[src/rtl/i2c_dreg_pkg.sv]
package i2c_dreg_pkg;
  typedef enum logic {
    SEL_DATA = 1'b0,
    SEL_ADDR = 1'b1
  } reg_sel_e;
endpackage

[src/rtl/i2c_dreg_align.sv]
module i2c_dreg_align #(
  parameter int DW = 8,
  parameter int LW = $clog2(DW + 1)
) (
  input  logic [LW-1:0] len,
  input  logic          lsb_first,
  input  logic [DW-1:0] rx_raw,
  input  logic [DW-1:0] tx_byte,
  output logic [DW-1:0] rx_just,
  output logic [DW-1:0] tx_just
);
  int            n;
  logic [DW-1:0] mask;

  // a count of zero or above the data width means a full-width frame
  assign n = (len == '0 || int'(len) > DW) ? DW : int'(len);

  generate
    for (genvar g = 0; g < DW; g++) begin : g_mask
      assign mask[g] = (g < n);
    end
  endgenerate

  always_comb begin
    if (lsb_first) begin
      rx_just = (rx_raw & mask) << (DW - n);
      tx_just = tx_byte & mask;
    end else begin
      rx_just = rx_raw & mask;
      tx_just = tx_byte >> (DW - n);
    end
  end
endmodule

[src/rtl/i2c_dreg_rxbuf.sv]
module i2c_dreg_rxbuf #(
  parameter int DW = 8
) (
  input  logic          clk,
  input  logic          rst,
  input  logic          en,
  input  logic          take,
  input  logic          rd_ok,
  input  logic          flush,
  input  logic [DW-1:0] din,
  output logic [DW-1:0] buf_q,
  output logic          full_q
);
  logic [DW-1:0] hold_q, buf_n, hold_n;
  logic          pend_q, pend_n, full_n, pend_v;

  always_comb begin
    pend_v = pend_q & en & ~flush;
    full_n = full_q;
    pend_n = pend_v;
    buf_n  = buf_q;
    hold_n = hold_q;
    // CPU read is resolved before a frame in the same cycle
    if (rd_ok && full_q) begin
      if (pend_v) begin
        buf_n  = hold_q;
        pend_n = 1'b0;
      end else begin
        full_n = 1'b0;
      end
    end
    if (take) begin
      if (!full_n) begin
        buf_n  = din;
        full_n = 1'b1;
      end else begin
        hold_n = din;
        pend_n = 1'b1;
      end
    end
  end

  always_ff @(posedge clk) begin
    if (rst) begin
      full_q <= 1'b0;
      pend_q <= 1'b0;
      buf_q  <= '0;
      hold_q <= '0;
    end else begin
      full_q <= full_n;
      pend_q <= pend_n;
      buf_q  <= buf_n;
      hold_q <= hold_n;
    end
  end
endmodule

[src/rtl/i2c_dreg_addr.sv]
module i2c_dreg_addr #(
  parameter int DW = 8
) (
  input  logic          clk,
  input  logic          rst,
  input  logic          en,
  input  logic          wr,
  input  logic [DW-1:0] wdata,
  input  logic          start,
  input  logic          frame_done,
  input  logic [DW-1:0] frame_raw,
  output logic [DW-1:0] addr_q,
  output logic          hit
);
  logic first_q;
  logic match;

  assign match = (frame_raw[DW-1:1] == addr_q[DW-1:1]) & ~addr_q[0];

  always_ff @(posedge clk) begin
    if (rst) begin
      addr_q  <= '0;
      first_q <= 1'b0;
      hit     <= 1'b0;
    end else begin
      if (wr && !en) addr_q <= wdata;
      hit <= en & frame_done & first_q & ~start & match;
      if (!en)             first_q <= 1'b0;
      else if (start)      first_q <= 1'b1;
      else if (frame_done) first_q <= 1'b0;
    end
  end
endmodule

[src/rtl/i2c_dreg_top.sv]
module i2c_dreg_top #(
  parameter int DW = 8,
  parameter int LW = $clog2(DW + 1)
) (
  input  logic          clk,
  input  logic          rst,
  input  logic          ctrl_en,
  input  logic          ctrl_rx_mode,
  input  logic          ctrl_lsb_first,
  input  logic          reg_sel,
  input  logic          reg_wr,
  input  logic          reg_rd,
  input  logic [DW-1:0] reg_wdata,
  output logic [DW-1:0] reg_rdata,
  input  logic          frame_done,
  input  logic [DW-1:0] frame_raw,
  input  logic [LW-1:0] frame_len,
  input  logic          start_det,
  output logic          rx_full,
  output logic [DW-1:0] tx_word,
  output logic          addr_hit
);
  import i2c_dreg_pkg::*;

  reg_sel_e      sel;
  logic          data_rd, data_wr, addr_rd, addr_wr, take;
  logic [DW-1:0] rx_just, buf_q, addr_q, tx_q;

  assign sel     = reg_sel_e'(reg_sel);
  assign data_rd = reg_rd & (sel == SEL_DATA) & ctrl_en;
  assign data_wr = reg_wr & (sel == SEL_DATA) & ctrl_en;
  assign addr_rd = reg_rd & (sel == SEL_ADDR) & ~ctrl_en;
  assign addr_wr = reg_wr & (sel == SEL_ADDR);
  assign take    = ctrl_en & ctrl_rx_mode & frame_done;

  i2c_dreg_align #(.DW(DW), .LW(LW)) u_align (
    .len(frame_len), .lsb_first(ctrl_lsb_first),
    .rx_raw(frame_raw), .tx_byte(tx_q),
    .rx_just(rx_just), .tx_just(tx_word)
  );

  i2c_dreg_rxbuf #(.DW(DW)) u_rxbuf (
    .clk(clk), .rst(rst), .en(ctrl_en), .take(take), .rd_ok(data_rd),
    .flush(start_det), .din(rx_just), .buf_q(buf_q), .full_q(rx_full)
  );

  i2c_dreg_addr #(.DW(DW)) u_addr (
    .clk(clk), .rst(rst), .en(ctrl_en), .wr(addr_wr), .wdata(reg_wdata),
    .start(start_det), .frame_done(frame_done), .frame_raw(frame_raw),
    .addr_q(addr_q), .hit(addr_hit)
  );

  always_ff @(posedge clk) begin
    if (rst) begin
      tx_q      <= '0;
      reg_rdata <= '0;
    end else begin
      if (data_wr) tx_q <= reg_wdata;
      if (reg_rd) begin
        if (data_rd)      reg_rdata <= buf_q;
        else if (addr_rd) reg_rdata <= addr_q;
        else              reg_rdata <= '0;
      end
    end
  end
endmodule

[config.mk]
export PLATFORM = sky130hd
export DESIGN_NAME = i2c_dreg_top
export DESIGN_NICKNAME = d
export VERILOG_FILES = /design/src/rtl/i2c_dreg_pkg.sv /design/src/rtl/i2c_dreg_align.sv /design/src/rtl/i2c_dreg_rxbuf.sv /design/src/rtl/i2c_dreg_addr.sv /design/src/rtl/i2c_dreg_top.sv
export SDC_FILE = /design/constraint.sdc
export NUM_CORES = 1
export LEC_CHECK = 0
export ABC_AREA = 1
export BUFFER_PORTS_ARGS = -buffer_cell sky130_fd_sc_hd__buf_2
export CAP_MARGIN = 0
export CORE_MARGIN = 2
export CORE_UTILIZATION = 50
export CTS_CLUSTER_SIZE = 20
export DETAILED_ROUTE_END_ITERATION = 16
export GPL_ROUTABILITY_DRIVEN = 0
export PLACE_DENSITY = 0.74
export SLEW_MARGIN = 20
export SYNTH_ARGS = -nofsm -noshare
export SYNTH_HDL_FRONTEND = slang
export SYNTH_SLANG_ARGS = --single-unit
[constraint.sdc]
create_clock -name clk -period 1.6 [get_ports clk]
set_clock_uncertainty 0.05 [all_clocks]
set_input_delay 0.16 -clock clk [delete_from_list [all_inputs] [get_ports clk]]
set_output_delay 0.16 -clock clk [all_outputs]
set_load 0.01 [all_outputs]
# After elaboration in Yosys (flattened, before gate mapping)
# Cells that the tools add are included.
[totals]
regBits = 44
input_bits = 30
output_inout_bits = 18
elab_cells = 69
[classes]
addsub = 1
magnitude_cmp = 9
n_eq_ne = 1
shift = 2
n_mux = 17
n_bitwise = 22
n_reduce_logical = 8
[op_table]
columns = ["operator", "count"]
rows = [
  ["less-than comparator 4 x 32 -> 1 bit (first input constant)", 4],
  ["less-than comparator 3 x 32 -> 1 bit (first input constant)", 2],
  ["two-way mux 8 bit", 8],
  ["less-than comparator 1 x 32 -> 1 bit (first input constant)", 1],
  ["less-than comparator 2 x 32 -> 1 bit (first input constant)", 1],
  ["left shift 8 x 32 -> 8 bit", 1],
  ["right shift 8 x 32 -> 8 bit", 1],
  ["subtractor 5 x 32 -> 32 bit (first input constant)", 1],
  ["AND 1 bit", 16],
  ["AND 8 bit", 2],
  ["two-way mux 1 bit", 8],
  ["equality test 7 bit", 1],
  ["greater-than comparator 4 bit (second input constant)", 1],
  ["zero test 4 bit", 1],
  ["two-way mux 4 bit", 1],
  ["NOT 1 bit", 4],
  ["logical AND 1 bit", 2],
  ["AND reduction 2 bit", 1],
  ["nonzero test 2 bit", 1],
  ["OR reduction 2 bit", 1],
  ["zero test 1 bit", 1],
  ["logical OR 1 bit", 1],
]

# Depth between registers and ports, before layout
[logic_depth]
word_depth = 9
ltp_mapped = 15
ltp_nobuf = 14

# Modules after synthesis
# From an unflattened synthesis, not the netlist that was laid out.
[unflattened]
cells_unflattened = 487
hier_area_um2 = 3029.2
[modules_own_cells]
columns = ["module", "n_inst", "cells_each", "area_each_um2", "seq_area_each_um2"]
rows = [
  ["i2c_dreg_align", 1, 186, 914.6, 0.0],
  ["i2c_dreg_rxbuf", 1, 112, 825.8, 360.3],
  ["i2c_dreg_top", 1, 113, 773.2, 320.3],
  ["i2c_dreg_addr", 1, 76, 515.5, 200.2],
]

# Worst setup path before layout
# Ideal clock, no wire load.
[synth_path]
path_type = "input -> output"
startpoint = "input port frame_len[3]"
endpoint = "output port tx_word[4]"
arrival_ps = 1627
required_time_ps = 1390
setup_slack_ps = -237
path_stages = 9
path_buffers = 2
cell_sequence = "inv_2 > nand2_2 > inv_1 > buf_2 > ha_1 > inv_1 > clkbuf_1 > o21ai_0 > o21ai_0"
[synth_via]
elab_chain_len = 6
word_cells_on_any_way = 9
[synth_lines]
columns = ["element", "line_no", "text"]
rows = [
  ["start: declaration", "i2c_dreg_top.sv:17", "input logic [LW-1:0] frame_len,"],
  ["greater-than comparator 4 bit or zero test 4 bit (tied branches)", "i2c_dreg_align.sv:16", "assign n = (len == '0 || int'(len) > DW) ? DW : int'(len);"],
  ["logical OR 1 bit", "i2c_dreg_align.sv:16", ""],
  ["two-way mux 4 bit *", "i2c_dreg_align.sv:16", ""],
  ["subtractor 5 x 32 -> 32 bit or less-than comparator 4 x 32 -> 1 bit (tied branches)", "i2c_dreg_align.sv:30, i2c_dreg_align.sv:20", ""],
  ["right shift 8 x 32 -> 8 bit or AND 8 bit (tied branches)", "i2c_dreg_align.sv:30, i2c_dreg_align.sv:27", ""],
  ["two-way mux 8 bit *", "i2c_dreg_align.sv:25", "if (lsb_first) begin"],
  ["end: declaration", "i2c_dreg_top.sv:20", "output logic [DW-1:0] tx_word,"],
]
# Mark *: on every way between the ends. The rest lies on a longest branch, timed or not.

# Worst setup path in the final report
[layout_path]
startpoint = "input port frame_len[2]"
endpoint = "output port tx_word[2]"
[layout_via]
elab_chain_len = 6
word_cells_on_any_way = 9
[layout_lines]
columns = ["element", "line_no"]
rows = [
  ["greater-than comparator 4 bit or zero test 4 bit (tied branches)", "i2c_dreg_align.sv:16"],
  ["logical OR 1 bit", "i2c_dreg_align.sv:16"],
  ["two-way mux 4 bit *", "i2c_dreg_align.sv:16"],
  ["subtractor 5 x 32 -> 32 bit or less-than comparator 3 x 32 -> 1 bit (tied branches)", "i2c_dreg_align.sv:30, i2c_dreg_align.sv:20"],
  ["right shift 8 x 32 -> 8 bit or AND 8 bit (tied branches)", "i2c_dreg_align.sv:30, i2c_dreg_align.sv:27"],
  ["two-way mux 8 bit *", "i2c_dreg_align.sv:25"],
]
# Marked as above.

==> qor.txt <==
Ports: 48
Crit path kind: in -> out
Row count: 26
Drt pass-1 iters: 8
Max Cap Viol: 0
H-tree depth: 2
Mapped Nets: 452
Primary FF master, synth: dfxtp_1
Yosys top cell area share: 32.9%
Die H: 77.2 um
Ratio of cells with drive above 1 in the final layout: 32.8%
Leading area contributor after synthesis: dfxtp_1
HPWL Detailed: 6.52 mm
Crit-path slowest cell: a31oi_2
Final WS setup: -0.257 ns
Synth Area in Adders: 1.40%
Worst Tran Pin Value: 0.515 ns
Slowest stage delay, CP: 0.23 ns
Worst EP arrival: 1.65 ns
Final antenna-violating net count: 0
DP Worst Slack: -0.384 ns
Clock root buffer: clkbuf_8
Synthesized area per cell: 6.40 um2
Worst-path cell chain: buf_8, nor2_4, nand2_2, nand2_4, buf_12, ha_4, clkinvlp_4, a31oi_2, nor2_1, o211ai_1, nand2_1, buf_2
Status: finished with violations
Slew HR: 64.8%
Longest Clk Path Bufs: 2
Yosys Warn Count: 0
Area contributors post-synth: dfxtp_1, nand2_1, nand3_1
Synth cell count leaders: nand2_1, nand3_1, inv_1
Clock sink count: 44
WP data required: 1.39 ns
Crit Path Max Fanout: 8
CP Buf/Inv Count: 4
Crit end category: output pin
Top-count cell post-synth: nand2_1
Main combinational cell family by area after synthesis: simple AND/OR/NAND/NOR gates
Pins over their slew limit: 0
# fillers: 432
Area grow syn2layout: 36.0%
Fin. Hold Viols: 0
Post-Place Cell Area: 3270 um2
Worst vdd ir: 0.443 mV
Total vias in the final route: 3249
Startpoint Class: input pin
Worst-Skew Late Latency: 0.31 ns
WL/cell: 15.7 um
Fin area: 3650 um2
First-pass GRT wire length: 14.2 mm
Portion of netlist area occupied by mux cells: 0.747%
Failing checks: negative setup slack
CTS tree: yes
Final Setup Violations: 17
1st-iter DRT viols: 267
Post-Synth XOR/XNOR Area: 0.980%
Static Leak: 1.69 nW
RSZ-0062 raised after global routing: yes
Final Cycle Share: 116%
Pwr dens: 769 nW/um2
Worst min path class: in -> reg
GRT Total Usage: 30.2%
Cell variety after synth: 35
Final Critical Period: 1.86 ns
Die W: 77.2 um
Total routed wirelength: 8.94 mm
IO Port Bufs: 47
Number of flops mapped to enable cells by yosys: 0
Initial Util: 52.2%
CTS Buf Count: 5
Vias/cell: 5.70
Simple-gate share of the synthesized area: 32.9%
Total gr overflow: 0
Die area: 5960 um2
Sequential cell area fraction in the yosys report: 32.9%
Layout Nets: 532
# DRC: 0
Post-Synthesis Cells: 419
Initial antenna violation count: 0
Synth Register Bits: 44
Largest net degree at the start of global routing: 31
N_diodes: 0
Synthesized area: 2680 um2
Post-CTS Hold Buffers: 0
Number of global-route vias before repair: 2956
Core ar.: 5140 um2
CTS clock-pin slew for the worst setup and hold paths: 0.09 ns
Synth async-reset ratio: 0%
Fmax: 0.538 GHz
Crit-path leading delay family: buffers and inverters
Compound-Gate Fraction of Synth Area: 19.8%
## report_power, final
part | internal, W | switching (W) | leakage (nW)
logic | 0.000297 | 0.000442 | 1.27
clock network | 0.000471 | 0.000434 | 0.0548
registers | 0.00113 | 0.0000269 | 0.358
total | 0.00190 | 0.000903 | 1.69
## layout make-up
class,count,area [um2],area share (%)
multi-input combinational,299,1720,47.3
sequential,44,881,24.2
timing repair buffer,88,599,16.4
inverter,61,240,6.59
tap,70,87.6,2.40
clock buffer,5,68.8,1.89
clock inverter,3,46.3,1.27
## kinds of logic (layout without fill, tap and decap cells)
kind of cell               after synthesis  count (layout)
DFF                                     44              44
adders and majority gates                3               3
buffers and inverters                   76             157
xor gates and xnor gates                 3               3
AOI/OAI and AO/OA                       92              92
muxes                                    2               2
and+or+nand+nor                        199             199
## state kept, by name, indices dropped and copies added, names as in the netlist
| register | flops |
|---|---|
| u_addr.addr_q | 8 |
| tx_q | 8 |
| u_rxbuf.hold_q | 8 |
| u_addr.hit | 1 |
| u_rxbuf.full_q | 1 |
| u_rxbuf.buf_q | 8 |
| u_addr.first_q | 1 |
| u_rxbuf.pend_q | 1 |
| reg_rdata | 8 |
## cells in the final DEF, fill, tap and decap left out, types with 3 or more instances in the layout
master	n
inv_1	45
nand2_4	3
a21oi_1	22
o211ai_1	4
o21ai_0	22
nor2_4	7
buf_6	5
nand2_1	82
inv_2	10
nor2_1	26
nand3_1	45
buf_2	45
clkbuf_8	5
o21a_1	4
buf_4	35
nand3_2	14
dfxtp_1	44
inv_4	3
o21ai_2	7
nand4_1	6
nand2_2	12
a31oi_1	11
o21ai_1	11
xnor2_1	3
## path summary, 6_finish.rpt
| path | startpoint | slack [ns] | cells past startpoint | end |
|---|---|---|---|---|
| hold / removal | reg_wdata[7] | 0.07 | 3 | u_addr.addr_q[7] |
| setup / recovery | frame_len[2] | -0.26 | 12 | tx_word[2] |
| setup reg to reg | u_rxbuf.pend_q | 0.15 | 8 | u_rxbuf.hold_q[7] |
| hold reg to reg | u_addr.addr_q[0] | 0.43 | 2 | u_addr.addr_q[0] |
## per-layer routing
metal / vias to the layer above / wire, um / track usage [%]
met3: 25 / 734 / 4.82
met1: 1500 / 3720 / 39.9
met4: 0 / 178 / 8.75
met2: 174 / 4300 / 50.8
li1: 1550 / - / -
met5: - / 0 / 0
## worst register-to-register path, delay by kind of cell (launching register included)
family                 cells  cell delay (ns)
DFF                        1             0.32
and+or+nand+nor            4             0.49
AOI/OAI and AO/OA          1             0.23
buffers and inverters      3             0.27
## metrics by stage
| stage | hold slack, ns | power (W) | util [%] | std cells | setup TNS [ns] |
|---|---|---|---|---|---|
| 2_1_floorplan | 0.187 | 0.00156 | - | 419 | -0.0180 |
| 3_3_place_gp | 0.389 | 0.00180 | 63.6 | 555 | -5.63 |
| 3_5_place_dp | 0.398 | 0.00181 | 63.6 | 555 | -6.63 |
| 4_1_cts | 0.0741 | 0.00274 | 68.2 | 566 | -1.05 |
| 5_1_grt | 0.0828 | 0.00293 | 70.9 | 570 | -3.41 |
| 6_report | 0.0723 | 0.00281 | 70.9 | 570 | -1.80 |
## repair_timing
action                     4_1_cts  5_1_grt
pin swaps                       13       14
setup buffers                    3        4
setup endpoints to repair       12       23
gates resized for setup         25       31
hold endpoints to repair         0        0
(Power assumes the default switching activity.)
